**config.mk**
```make
export PLATFORM = sky130hd
export DESIGN_NAME = aclink_pwr_seq
export DESIGN_NICKNAME = d
export VERILOG_FILES = /design/src/rtl/aclink_pwr_pkg.sv /design/src/rtl/aclink_sync2.sv /design/src/rtl/aclink_frame_timer.sv /design/src/rtl/aclink_sync_pulse.sv /design/src/rtl/aclink_pwr_seq.sv
export SDC_FILE = /design/constraint.sdc
export NUM_CORES = 1
export LEC_CHECK = 0
export BUFFER_PORTS_ARGS = -buffer_cell sky130_fd_sc_hd__buf_2
export CAP_MARGIN = 20
export CORE_MARGIN = 1.5
export CORE_UTILIZATION = 35
export CTS_CLUSTER_DIAMETER = 40
export DETAILED_ROUTE_END_ITERATION = 10
export PLACE_DENSITY = 0.73
export RECOVER_POWER = 50
export SLEW_MARGIN = 15
export SYNTH_ARGS = -nofsm -noshare
export SYNTH_HDL_FRONTEND = slang
export SYNTH_SLANG_ARGS = --single-unit
```
**constraint.sdc**
```tcl
create_clock -name clk -period 1.7 [get_ports clk]
set_clock_uncertainty 0.15 [all_clocks]
set_input_delay 0.085 -clock clk [delete_from_list [all_inputs] [get_ports clk]]
set_output_delay 0.085 -clock clk [all_outputs]
set_load 0.01 [all_outputs]
```
**src/rtl/aclink_pwr_pkg.sv**
```systemverilog
package aclink_pwr_pkg;
  typedef enum logic [2:0] {
    ST_ACTIVE     = 3'd0,
    ST_GUARD      = 3'd1,
    ST_SHUTDOWN   = 3'd2,
    ST_WARM_RESET = 3'd3,
    ST_WAIT_READY = 3'd4
  } pwr_state_t;

  localparam int REG_W      = 32;
  localparam logic [1:0] ADDR_GLB  = 2'd0;
  localparam logic [1:0] ADDR_STAT = 2'd2;
  localparam logic [1:0] ADDR_CTL  = 2'd3;

  localparam int IE_BIT     = 29;
  localparam int FLAG_BIT   = 28;
  localparam int RDY_LO_BIT = 22;
  localparam int SHUT_BIT   = 18;
  localparam int WARM_BIT   = 17;
endpackage

```
**src/rtl/aclink_sync2.sv**
```systemverilog
module aclink_sync2 #(
  parameter int W = 1
) (
  input  logic         clk,
  input  logic         rst,
  input  logic [W-1:0] d,
  output logic [W-1:0] q
);
  logic [W-1:0] meta;

  always_ff @(posedge clk) begin
    if (rst) begin
      meta <= '0;
      q    <= '0;
    end else begin
      meta <= d;
      q    <= meta;
    end
  end
endmodule

```
**src/rtl/aclink_frame_timer.sv**
```systemverilog
module aclink_frame_timer #(
  parameter int GUARD_FRAMES   = 2,
  parameter int HOLDOFF_FRAMES = 6
) (
  input  logic clk,
  input  logic rst,
  input  logic clr,
  input  logic strobe,
  output logic guard_done,
  output logic hold_done
);
  localparam int CNT_W = $clog2(HOLDOFF_FRAMES + 1);
  localparam logic [CNT_W-1:0] GUARD_LIM = CNT_W'(GUARD_FRAMES);
  localparam logic [CNT_W-1:0] HOLD_LIM  = CNT_W'(HOLDOFF_FRAMES);

  logic [CNT_W-1:0] cnt;

  always_ff @(posedge clk) begin
    if (rst || clr) begin
      cnt <= '0;
    end else if (strobe && cnt != HOLD_LIM) begin
      cnt <= cnt + 1'b1;
    end
  end

  assign guard_done = (cnt >= GUARD_LIM);
  assign hold_done  = (cnt >= HOLD_LIM);
endmodule

```
**src/rtl/aclink_sync_pulse.sv**
```systemverilog
module aclink_sync_pulse #(
  parameter int SYNC_CYCLES = 4
) (
  input  logic clk,
  input  logic rst,
  input  logic start,
  output logic sync_q
);
  localparam int PW = $clog2(SYNC_CYCLES + 1);
  localparam logic [PW-1:0] LOAD = PW'(SYNC_CYCLES - 1);

  logic [PW-1:0] left;

  always_ff @(posedge clk) begin
    if (rst) begin
      left   <= '0;
      sync_q <= 1'b0;
    end else if (start) begin
      left   <= LOAD;
      sync_q <= 1'b1;
    end else if (left != '0) begin
      left <= left - 1'b1;
    end else begin
      sync_q <= 1'b0;
    end
  end
endmodule

```
**src/rtl/aclink_pwr_seq.sv**
```systemverilog
module aclink_pwr_seq
  import aclink_pwr_pkg::*;
#(
  parameter int GUARD_FRAMES   = 2,
  parameter int HOLDOFF_FRAMES = 6,
  parameter int SYNC_CYCLES    = 4
) (
  input  logic              clk,
  input  logic              rst,
  input  logic              reg_wr,
  input  logic [1:0]        reg_addr,
  input  logic [REG_W-1:0]  reg_wdata,
  output logic [REG_W-1:0]  reg_rdata,
  input  logic              frame_strobe,
  input  logic              bitclk_active,
  input  logic              wake_in,
  input  logic [1:0]        codec_rdy,
  output logic              link_en,
  output logic              link_ready,
  output logic              sync_out,
  output logic              wake_irq
);
  pwr_state_t state_q, state_d;
  logic ie_q, flag_q, shut_q, warm_q;
  logic wake_s, bclk_s;
  logic [1:0] rdy_s;
  logic guard_done, hold_done, frame_clr;
  logic pulse_start, sync_busy;
  logic ctl_wr, glb_wr, entering_up;
  logic [REG_W-1:0] rd_mux;
  logic unused_wdata;

  assign unused_wdata = ^{reg_wdata[31:30], reg_wdata[27:19], reg_wdata[16:0]};

  aclink_sync2 #(.W(4)) u_sync (
    .clk (clk),
    .rst (rst),
    .d   ({codec_rdy, bitclk_active, wake_in}),
    .q   ({rdy_s, bclk_s, wake_s})
  );

  assign frame_clr = !(state_q == ST_GUARD || state_q == ST_SHUTDOWN);

  aclink_frame_timer #(
    .GUARD_FRAMES   (GUARD_FRAMES),
    .HOLDOFF_FRAMES (HOLDOFF_FRAMES)
  ) u_frame (
    .clk        (clk),
    .rst        (rst),
    .clr        (frame_clr),
    .strobe     (frame_strobe),
    .guard_done (guard_done),
    .hold_done  (hold_done)
  );

  aclink_sync_pulse #(.SYNC_CYCLES(SYNC_CYCLES)) u_pulse (
    .clk    (clk),
    .rst    (rst),
    .start  (pulse_start),
    .sync_q (sync_busy)
  );

  assign ctl_wr = reg_wr && (reg_addr == ADDR_CTL);
  assign glb_wr = reg_wr && (reg_addr == ADDR_GLB);

  always_comb begin
    state_d     = state_q;
    pulse_start = 1'b0;
    case (state_q)
      ST_ACTIVE: begin
        if (ctl_wr && reg_wdata[SHUT_BIT]) state_d = ST_GUARD;
      end
      ST_GUARD: begin
        if (guard_done) state_d = ST_SHUTDOWN;
      end
      ST_SHUTDOWN: begin
        if (ctl_wr && hold_done) begin
          if (reg_wdata[WARM_BIT]) begin
            state_d     = ST_WARM_RESET;
            pulse_start = 1'b1;
          end else if (!reg_wdata[SHUT_BIT]) begin
            state_d = ST_WAIT_READY;
          end
        end
      end
      ST_WARM_RESET: begin
        if (!sync_busy && bclk_s) state_d = ST_WAIT_READY;
      end
      ST_WAIT_READY: begin
        if (rdy_s[0]) state_d = ST_ACTIVE;
      end
      default: state_d = ST_WAIT_READY;
    endcase
  end

  assign entering_up = (state_d == ST_WAIT_READY) && (state_q != ST_WAIT_READY);

  always_comb begin
    rd_mux = '0;
    case (reg_addr)
      ADDR_GLB: begin
        rd_mux[IE_BIT]   = ie_q;
        rd_mux[FLAG_BIT] = flag_q;
      end
      ADDR_STAT: rd_mux[RDY_LO_BIT+1:RDY_LO_BIT] = rdy_s;
      ADDR_CTL: begin
        rd_mux[SHUT_BIT] = shut_q;
        rd_mux[WARM_BIT] = warm_q;
      end
      default: rd_mux = '0;
    endcase
  end

  always_ff @(posedge clk) begin
    if (rst) begin
      state_q    <= ST_WAIT_READY;
      ie_q       <= 1'b0;
      flag_q     <= 1'b0;
      shut_q     <= 1'b0;
      warm_q     <= 1'b0;
      link_en    <= 1'b1;
      link_ready <= 1'b0;
      reg_rdata  <= '0;
    end else begin
      state_q <= state_d;
      if (glb_wr) ie_q <= reg_wdata[IE_BIT];
      if (glb_wr && reg_wdata[FLAG_BIT]) flag_q <= 1'b0;
      if (state_q == ST_SHUTDOWN && ie_q && wake_s) flag_q <= 1'b1;
      if (state_q == ST_ACTIVE && state_d == ST_GUARD) shut_q <= 1'b1;
      if (pulse_start) warm_q <= 1'b1;
      if (entering_up) begin
        warm_q <= 1'b0;
        shut_q <= 1'b0;
        ie_q   <= 1'b0;
      end
      link_en    <= (state_d == ST_ACTIVE) || (state_d == ST_WAIT_READY);
      link_ready <= (state_d == ST_ACTIVE);
      reg_rdata  <= rd_mux;
    end
  end

  assign sync_out = sync_busy;
  assign wake_irq = flag_q;
endmodule

```
Word level (Yosys, flattened, before mapping)
Cells that the tools add are included.
- add/subtract/negate cells: 2
- magnitude comparators: 2
- equal/unequal tests: 11
- muxes and demuxes: 17
- bitwise gates (word level): 3
- reductions and logical operators: 27
- operators by type and width (operator ; count):
    3-bit two-way mux ; 7
    3-bit one-hot mux with 5 select lines ; 1
    1-bit logical AND ; 11
    2-bit OR reduction ; 5
    1-bit two-way mux ; 7
    3-bit by 1-bit equality test with 1-bit output, second input constant ; 2
    3-bit by 2-bit equality test with 1-bit output, second input constant ; 2
    3-bit equality test, second input constant ; 2
    3-bit zero test ; 2
    3-bit != test, second input constant ; 2
    2-bit equality test, second input constant ; 2
    2-bit two-way mux ; 2
    2-bit nonzero test ; 2
    3-bit by 1-bit adder with 3-bit output, second input constant ; 1
    3-bit by 2-bit >= comparator with 1-bit output, second input constant ; 1
    3-bit >= comparator, second input constant ; 1
    1-bit logical OR ; 3
    1-bit NOT ; 3
    3-bit nonzero test ; 1
    3-bit by 1-bit subtractor with 3-bit output, second input constant ; 1
    1-bit zero test ; 2
    2-bit zero test ; 1
    2-bit != test, second input constant ; 1
- register bits: 56
- output and inout bits: 36
- word-level logic and storage cells: 79

Logic depth before layout (Yosys ltp)
Gate-level depths: netlist of the first run.
- depth after elaboration: 8
- depth in mapped cells: 6

Modules after synthesis
From an unflattened synthesis of the first run, not the netlist that was laid out.
- cells, all modules: 148
- area total of the unflattened synthesis: 1407.6 µm²
- by module, submodules not included (module ; times used ; cells each ; area each (µm²) ; sequential area each (µm²)):
    aclink_pwr_seq ; 1 ; 96 ; 847.1 ; 300.3
    aclink_sync2 ; 1 ; 16 ; 210.2 ; 160.2
    aclink_sync_pulse ; 1 ; 19 ; 190.2 ; 80.1
    aclink_frame_timer ; 1 ; 17 ; 160.2 ; 60.1

Least setup slack after synthesis of the first run
No wires, ideal clock.
- kind: flip-flop to flip-flop
- start point: reg state_q[0]
- end point: reg state_q[0]
- setup time: 88 ps
- data arrival time: 1552 ps
- setup slack: -90 ps
- cell stages (with the launch flop): 5
- buffers on the path: 1
- period minus slack after synthesis: 1790 ps
- cells stage by stage: dfxtp_1 buf_6 or3b_1 or4_4 a311oi_2
- cells in the longest elaborated chain, start to end: 4
- elaborated cells between the ends (all ways): 13
- those cells by class: eq/ne (4); mux (8); reduce/logical (1)
- RTL lines (what ; line ; source):
    from (decl) ; aclink_pwr_seq.sv:23 ; pwr_state_t state_q, state_d;
    from (signal assigned) ; aclink_pwr_seq.sv:125 ; state_q <= state_d;
    3-bit two-way mux ; aclink_pwr_seq.sv:81 ; end else if (!reg_wdata[SHUT_BIT]) begin
    3-bit two-way mux ; aclink_pwr_seq.sv:78 ; if (reg_wdata[WARM_BIT]) begin
    3-bit two-way mux ; aclink_pwr_seq.sv:77 ; if (ctl_wr && hold_done) begin
    3-bit one-hot mux with 5 select lines * ; aclink_pwr_seq.sv:69 ; case (state_q)
Mark *: on every way between the ends. The rest lies on a longest branch, timed or not.
A chain may end at the register's enable or synchronous reset.

Worst setup path in the final report of the first run
- start point: reg state_q[1]
- end point: reg u_pulse.left[0]
- cells in the longest elaborated chain, start to end: 3
- elaborated cells between the ends (all ways): 4
- those cells by class: eq/ne (1); mux (2); reduce/logical (1)
- RTL lines (what ; line ; source):
    3-bit by 2-bit equality test with 1-bit output * ; aclink_pwr_seq.sv:69 ;
    1-bit two-way mux * ; aclink_pwr_seq.sv:69 ;
    2-bit two-way mux / 2-bit nonzero test (equally long branches) ; - ;
    to (signal assigned) ; aclink_sync_pulse.sv:22 ; left <= left - 1'b1;
    to (decl) ; aclink_sync_pulse.sv:12 ; logic [PW-1:0] left;
Marks and branches as above.

==> reports/qor.yml, run 1 <==
worst_setup_path:
  cp-startpoint: "state_q[1]"
  reg2reg_depth: 4
  crit_family: "simple AND/OR/NAND/NOR gates"
  worstPathCellList: "or3b_4 > or4_4 > buf_6 > a21oi_1"
  path_max_fanout: 3
  required_ns: 1.75
  critPathCaptureType: "flip-flop"
  path_class: "flip-flop to flip-flop"
  critPathLaunchType: "flip-flop"
  cp_slowest_cell: "or4_4"
  timing.rr.end: "u_pulse.left[0]"
  crit_arrival_ns: 1.78
  critPathBufInv: 1
  r2r_slack_ns: -0.03
  timing.rr.start: "state_q[1]"
  max_stage_delay_ns: 0.52
clock_tree:
  cts.sink_count: 30
  cts.path.max_buffers: 2
  clk_latency_ns: 0.27
  clkTransAtPathRegs_ns: 0.06
  clockRootBuffer: "clkbuf_8"
  htreeDepth: 2
  numCtsBuffers: 5
  cts_tree: "done"
grt:
  gr-total-overflow: 0
  antenna_found_initial: 0
  grt_pass1_wl_um: 3910
  grt_pass1_vias: 933
  grt_max_degree: 21
  grt_usage_pct: 12.1
hold_path:
  hold_end: "reg_rdata[28]"
  holdPathStages: 3
  min-delay-start: "reg_addr[1]"
  hp-class: "input port to flip-flop"
logic_synthesis:
  syn_area_per_cell_sq_um: 9.52
  synth_most_common_cell: "dfxtp_1"
  seq_area_frac_synth_pct: 43.5
  netlist_top_cells_area: "dfxtp_1, buf_4, nor2b_1"
  yosys.area.top_type: "dfxtp_1"
  syn_inst: 145
  syn_area_sq_mm: 0.00138
  yosysWarnings: 0
  yosysTopAreaCellShare_pct: 43.5
  ys_ff_latch: 30
  yosys_most_used_dff: "dfxtp_1"
  ys_types: 36
  synth_edf_count: 0
  yosys-top-cells-count: "dfxtp_1, buf_4, nor2b_1"
  async_reset_ff_share_pct: 0
routing:
  routed_wl_um: 2470
  drtAntennaViolNets: 0
  drt_iter0_drc: 17
  first_pass_iters: 4
  vias: 1046
  wl_per_cell_um: 10.3
  drc: 0
  via_per_inst: 4.36
final_layout:
  final_cells: 240
  stdcell_area_sq_mm: 0.00175
  antenna_cells: 0
  drive_gt1_share_pct: 24.0
  area_delta_synth_final_pct: 26.7
  layout.nets: 237
  fill_cells: 359
die:
  coreArea_sq_mm: 0.00372
  rows: 22
  die_x_um: 65.8
  die_h_um: 65.8
  num_io_pins: 78
  start_util_pct: 37.1
  die-area_sq_mm: 0.00433
power_and_ir_drop:
  switching_share_pct: 24.3
  p_seq_share_pct: 44.3
  p_leak_uw: 0.000760
  ir_drop_uv: 575
  power_density_mw_per_mm2: 992
  p_int_uw: 1310
  pwr-share-comb_pct: 16.4
  p_clk_share_pct: 39.2
  p_sw_uw: 421
place:
  finalWeightedCongestion: 0.834
  portBuffers: 23
  dp.cells: 221
  dpl_cell_area_sq_mm: 0.00150
  dp_hpwl_um: 1690
sta:
  setup_viol: 3
  whs_ns: 0.0290
  final-hold-violation-count: 0
  rsz0062_at_grt: "yes"
  setup_tns_ns: -0.0479
  postLayoutSetupSlackWorst_ns: -0.0307
  timing.fmax_mhz: 578
  period_share_pct: 102
  slew_violations: 0
  min_period_ns: 1.73
outcome:
  violations: "setup timing"
  status: "complete, but fails checks"
run:
  maxCapViolCount: 0
worst min-delay path, cell delays in order:
cell	delay, ns
buf_2	0.12
nor3_1	0.06
and2_0	0.14
flip-flops by register name, indices dropped and copies added, names as in the netlist:
name	cells
ie_q	1
link_en	1
link_ready	1
reg_rdata	6
shut_q	1
state_q	3
u_frame.cnt	3
u_pulse.left	3
u_pulse.sync_q	1
u_sync.meta	4
u_sync.q	4
wake_irq	1
warm_q	1
placed cells by master (no fill, tap or decap), types with 2 or more instances in the layout:
master,instances
a32oi_1,2
dfxtp_1,28
nand3_1,3
buf_4,9
nor2b_1,12
and4b_1,2
conb_1,26
a21oi_2,3
mux2i_1,2
nor3_1,5
clkbuf_1,8
buf_2,17
nor3b_1,3
and3_1,2
dlygate4sd3_1,10
o21a_1,3
nand2_1,6
a21oi_1,3
xnor2_1,3
inv_1,4
nor2_1,7
nand2b_1,3
clkbuf_8,5
dfxtp_2,2
ha_1,4
how the worst max path moves through the flow:
stage	end	slack (ns)	cells past startpoint
2_1_floorplan	link_ready	-0.07	5
3_5_place_dp	link_ready	-0.1	4
5_1_grt	link_en	-0.08	4
6_report	u_pulse.left[0]	-0.03	4
3_3_place_gp	link_ready	-0.1	4
4_1_cts	link_en	-0.03	4
timing repair:
action                     in CTS  in global routing
buffers inserted                0                  1
hold buffers                   10                  0
setup endpoints to repair       4                  6
hold endpoints to repair       10                  0
pin swaps                       4                  1
resized for setup               5                  6
power by group through the flow:
| stage | logic (uW) | registers (uW) | clock network [uW] |
|---|---|---|---|
| floorplan | 237 | 781 | 0 |
| global placement | 240 | 782 | 0 |
| detailed placement | 246 | 782 | 0 |
| CTS | 270 | 768 | 700 |
| global route | 331 | 775 | 738 |
| finish | 285 | 769 | 681 |
cell type report:
| cell class | count | area [sq um] | area share, % |
|---|---|---|---|
| multi-input cells | 107 | 678 | 38.8 |
| repair buffers | 43 | 287 | 16.4 |
| flip-flops and latches | 30 | 603 | 34.5 |
| well taps | 48 | 60.1 | 3.43 |
| clock buffers | 7 | 76.3 | 4.36 |
| inverters | 4 | 15.0 | 0.858 |
| clock inverters | 1 | 30.0 | 1.72 |
per-stage QoR:
step                power (uW)  setup WS (ns)  utilization, %
finish                    1740        -0.0307            47.1
global route              1840        -0.0816            47.1
CTS                       1740        -0.0314            46.5
detailed placement        1030        -0.0951            40.4
global placement          1020        -0.0983            40.4
floorplan                 1020        -0.0657               -
cell families after synthesis:
kind of cell             Yosys count  share of synthesized area [%]
other                              1                          0.272
AO/OA/AOI/OAI                     17                           8.89
XOR/XNOR                           3                           1.90
multiplexers                       2                           1.45
adder cells (fa/ha/maj)            4                           3.63
flip-flops                        30                           43.5
buffers and inverters             33                           16.6
AND/OR/NAND/NOR                   55                           23.8
routing by layer:
metal | track usage, % | vias to the layer above | share of wire (%)
met5 | 0 | - | 0
met4 | 4.95 | 0 | 1.5
met3 | 5.11 | 4 | 6.0
met2 | 20.2 | 34 | 50
met1 | 13.4 | 475 | 42
li1 | - | 533 | -
Note: power is estimated with default switching activity, not from simulation.
==> inputs of run 2 (changes only) <==
--- a/config.mk
+++ b/config.mk
@@ -7,6 +7,7 @@
 export LEC_CHECK = 0
 export BUFFER_PORTS_ARGS = -buffer_cell sky130_fd_sc_hd__buf_2
 export CAP_MARGIN = 20
+export CORE_ASPECT_RATIO = 0.75
 export CORE_MARGIN = 1.5
 export CORE_UTILIZATION = 35
 export CTS_CLUSTER_DIAMETER = 40
==> reports/qor.yml, run 2 (same netlist as run 1, synthesis figures left out) <==
outcome:
  status: "complete, but fails checks"
  violations: "setup timing"
sta:
  whs_ns: 0.0404
  min_period_ns: 1.73
  setup_tns_ns: -0.0442
  setup_viol: 2
  rsz0062_at_grt: "yes"
  period_share_pct: 102
  timing.fmax_mhz: 579
  postLayoutSetupSlackWorst_ns: -0.0285
  slew_violations: 0
  final-hold-violation-count: 0
hold_path:
  hp-class: "input port to flip-flop"
power_and_ir_drop:
  p_leak_uw: 0.000752
  ir_drop_uv: 472
  power_density_mw_per_mm2: 945
  power_uw: 1630
worst_setup_path:
  cp-startpoint: "state_q[1]"
  timing.rr.start: "state_q[1]"
  cp_slowest_cell: "or4_4"
  required_ns: 1.71
  crit_cells: 4
  crit_arrival_ns: 1.74
  critPathCaptureType: "flip-flop"
  reg2reg_depth: 4
  path_max_fanout: 5
  worstPathCellList: "or3b_1 > or4_4 > nand4_1 > nand2_1"
  timing.rr.end: "link_en"
  critPathLaunchType: "flip-flop"
  max_stage_delay_ns: 0.54
  critPathBufInv: 0
  r2r_slack_ns: -0.03
  path_class: "flip-flop to flip-flop"
  crit_end: "link_en"
  crit_family: "simple AND/OR/NAND/NOR gates"
grt:
  gr-total-overflow: 0
  grt_max_degree: 21
  grt_usage_pct: 12.2
  grt_pass1_vias: 895
  antenna_found_initial: 0
  grt_pass1_wl_um: 3840
final_layout:
  drive_gt1_share_pct: 24.6
  seqCellArea_sq_um: 603
  final_common_cell: "dfxtp_1"
  area_delta_synth_final_pct: 25.2
  top_register: "reg_rdata"
  post-route-util_pct: 46.6
  largest_register_ffs: 6
  antenna_cells: 0
  final_cell_mix: "dfxtp_1, conb_1, buf_2, nor2b_1, buf_4"
  layout.nets: 236
  multi_input_area_sq_um: 676
  fill_cells: 388
  largest_registers: "reg_rdata: 6 flops, u_sync.meta: 4 flops, u_sync.q: 4 flops"
place:
  pre_cts_ws_ns: -0.0822
  dp_hpwl_um: 1850
  finalWeightedCongestion: 0.783
  portBuffers: 23
routing:
  wl_per_cell_um: 10.8
  drtAntennaViolNets: 0
  via_per_inst: 4.21
  drc: 0
  routed_wl_um: 2610
  vias: 1022
  first_pass_iters: 4
  drt_iter0_drc: 23
clock_tree:
  cts_setup_buffers: 0
  clkTransAtPathRegs_ns: 0.07
  cts.path.max_buffers: 2
  numCtsBuffers: 5
  cts_tree: "done"
  clockRootBuffer: "clkbuf_8"
  clk_latency_ns: 0.28
  cts.sink_count: 30
  htreeDepth: 2
die:
  num_io_pins: 78
  rows: 19
  coreArea_sq_mm: 0.00371
  start_util_pct: 37.2
  die_x_um: 75.5
  die-area_sq_mm: 0.00433
  die_h_um: 57.4
run:
  maxCapViolCount: 0
[run 2: how the worst min path moves through the flow]
stage	from	to	slack (ns)	cells after the start
after global routing	reg_wdata[18]	state_q[1]	0.04	3
final	reg_wdata[18]	state_q[1]	0.04	3
after floorplan	reg_addr[0]	reg_rdata[22]	0.01	1
after CTS	reg_wdata[18]	state_q[1]	0.04	3
after global placement	bitclk_active	u_sync.meta[1]	0.14	2
after detailed placement	codec_rdy[1]	u_sync.meta[3]	0.15	2
[run 2: report_power, final]
part / leakage (uW) / total, uW / switching, uW / internal (uW)
Clock: 0.0000472 / 584 / 259 / 325
Combinational: 0.000459 / 280 / 155 / 125
Sequential: 0.000246 / 769 / 21.2 / 747
Total: 0.000752 / 1630 / 435 / 1200
[run 2: layout make-up]
type / instances / share of cell area (%)
Multi-Input combinational cell: 107 / 39.1
Clock buffer: 6 / 4.78
Clock inverter: 2 / 0.724
Inverter: 4 / 0.869
Sequential cell: 30 / 34.9
Tap cell: 52 / 3.77
Timing Repair Buffer: 42 / 15.9
[run 2: stage by stage]
step / std cells / cell area (sq um)
floorplan: 170 / 1470
global placement: 226 / 1520
detailed placement: 226 / 1520
CTS: 243 / 1710
global route: 243 / 1730
finish: 243 / 1730
[run 2: metal layers]
layer | part of all wire [%] | GRT usage (%) | wire (um)
met5 | 0 | 0 | 0
met4 | 0.88 | 4.59 | 23
met3 | 4.3 | 4.77 | 113
met2 | 48 | 18.7 | 1240
met1 | 47 | 15.4 | 1230
[run 2: tightest hold or removal path, delay by kind of cell]
kind / cells / cell delay, ns
buffers and inverters: 1 / 0.11
AO/OA/AOI/OAI: 2 / 0.23
[run 2: repair_timing]
action                                  4_1_cts  5_1_grt
hold buffers                                  9        0
hold endpoints to repair                      8        0
endpoints found under the setup margin        3        5
resized for setup                             4        4
gates cloned                                  0        0
pin swaps                                     3        0
==> inputs of run 3 (changes only) <==
--- a/config.mk
+++ b/config.mk
@@ -14,6 +14,7 @@
 export DETAILED_ROUTE_END_ITERATION = 10
 export PLACE_DENSITY = 0.73
 export RECOVER_POWER = 50
+export SETUP_SLACK_MARGIN = 0.02
 export SLEW_MARGIN = 15
 export SYNTH_ARGS = -nofsm -noshare
 export SYNTH_HDL_FRONTEND = slang
==> reports/qor.yml, run 3 (same netlist as run 1, synthesis figures left out) <==
outcome:
  status: "complete, but fails checks"
  violations: "setup timing"
die:
  num_io_pins: 78
  die_x_um: 75.5
  start_util_pct: 37.2
  rows: 19
  coreArea_sq_mm: 0.00371
  die_h_um: 57.4
  die-area_sq_mm: 0.00433
sta:
  setup_tns_ns: -0.0384
  whs_ns: 0.0443
  final-hold-violation-count: 0
  postLayoutSetupSlackWorst_ns: -0.0245
  setup_viol: 2
  min_period_ns: 1.72
  period_share_pct: 101
  timing.fmax_mhz: 580
  slew_violations: 0
  rsz0062_at_grt: "yes"
clock_tree:
  clkTransAtPathRegs_ns: 0.07
  clk_latency_ns: 0.28
  cts.sink_count: 30
  clockRootBuffer: "clkbuf_8"
  htreeDepth: 2
  cts.path.max_buffers: 2
  numCtsBuffers: 5
  cts_tree: "done"
grt:
  grt_pass1_vias: 895
  antenna_found_initial: 0
  grt_usage_pct: 12.2
  grt_pass1_wl_um: 3840
  gr-total-overflow: 0
  grt_max_degree: 21
place:
  finalWeightedCongestion: 0.783
  portBuffers: 23
  dpl_cell_area_sq_mm: 0.00152
  dp_hpwl_um: 1850
  pre_cts_ws_ns: -0.0822
  dp.cells: 226
final_layout:
  final_cells: 243
  final_common_cell: "dfxtp_1"
  top_register: "reg_rdata"
  fill_cells: 390
  final_cell_mix: "dfxtp_1, conb_1, buf_2, nor2b_1, buf_4"
  largest_register_ffs: 6
  largest_registers: "reg_rdata: 6 flops, u_sync.meta: 4 flops, u_sync.q: 4 flops"
  stdcell_area_sq_mm: 0.00173
  antenna_cells: 0
  multi_input_area_sq_um: 681
  drive_gt1_share_pct: 25.1
  layout.nets: 236
  area_delta_synth_final_pct: 25.6
  seqCellArea_sq_um: 603
routing:
  drtAntennaViolNets: 0
  routed_wl_um: 2610
  vias: 1021
  drt_iter0_drc: 20
  drc: 0
  wl_per_cell_um: 10.7
  via_per_inst: 4.20
  first_pass_iters: 4
worst_setup_path:
  required_ns: 1.71
  crit_arrival_ns: 1.74
  path_class: "flip-flop to flip-flop"
  r2r_slack_ns: -0.02
  critPathCaptureType: "flip-flop"
  critPathLaunchType: "flip-flop"
  path_max_fanout: 5
run:
  maxCapViolCount: 0
power_and_ir_drop:
  p_leak_uw: 0.000752
  power_density_mw_per_mm2: 943
  ir_drop_uv: 471
hold_path:
  hp-class: "input port to flip-flop"
-- run 3: cell counts in the layout (fill, tap and decap cells not counted) --
No cell type changed its count.
-- run 3: area by class of cell --
class                   instances  share of cell area, %
clock buffers                   6                   4.77
clock inverters                 2                  0.722
inverters                       4                  0.866
multi-input cells             107                   39.3
flip-flops and latches         30                   34.8
well taps                      52                   3.75
repair buffers                 42                   15.8
-- run 3: per-layer routing --
layer	up-vias	GRT usage, %	wire [um]
li1	525	-	-
met1	465	15.4	1220
met3	5	4.77	131
met5	-	0	0
met2	26	18.7	1230
met4	0	4.59	23
-- run 3: worst max-delay path, cell delays in order (launching register included) --
cell and delay [ns]:
dfxtp_2 0.34, or3b_1 0.36, or4_4 0.54, nand4_1 0.14
nand2_1 0.09
-- run 3: final timing paths --
check	startpoint	end	cells past startpoint
min	reg_wdata[18]	state_q[1]	3
max reg2reg	state_q[1]	link_en	4
max	state_q[1]	link_en	4
min reg2reg	u_sync.meta[3]	u_sync.q[3]	1
-- run 3: timing repair --
action | CTS | global route
setup buffers | 0 | 0
resized for setup | 4 | 5
setup endpoints to repair | 3 | 6
hold buffers | 9 | 0
pin swaps | 3 | 0
endpoints found under the hold margin | 8 | 0
-- run 3: power by group --
group / total [uW] / switching (uW) / leakage [uW] / internal (uW)
sequential: 768 / 21.1 / 0.000246 / 747
combinational: 281 / 155 / 0.000459 / 126
clock: 584 / 259 / 0.0000472 / 325
-- run 3: stage by stage --
stage	total power, uW	util, %
2_1_floorplan	1020	-
4_1_cts	1650	46.2
5_1_grt	1720	46.7
6_report	1630	46.7
3_5_place_dp	1040	40.9
3_3_place_gp	1030	40.9
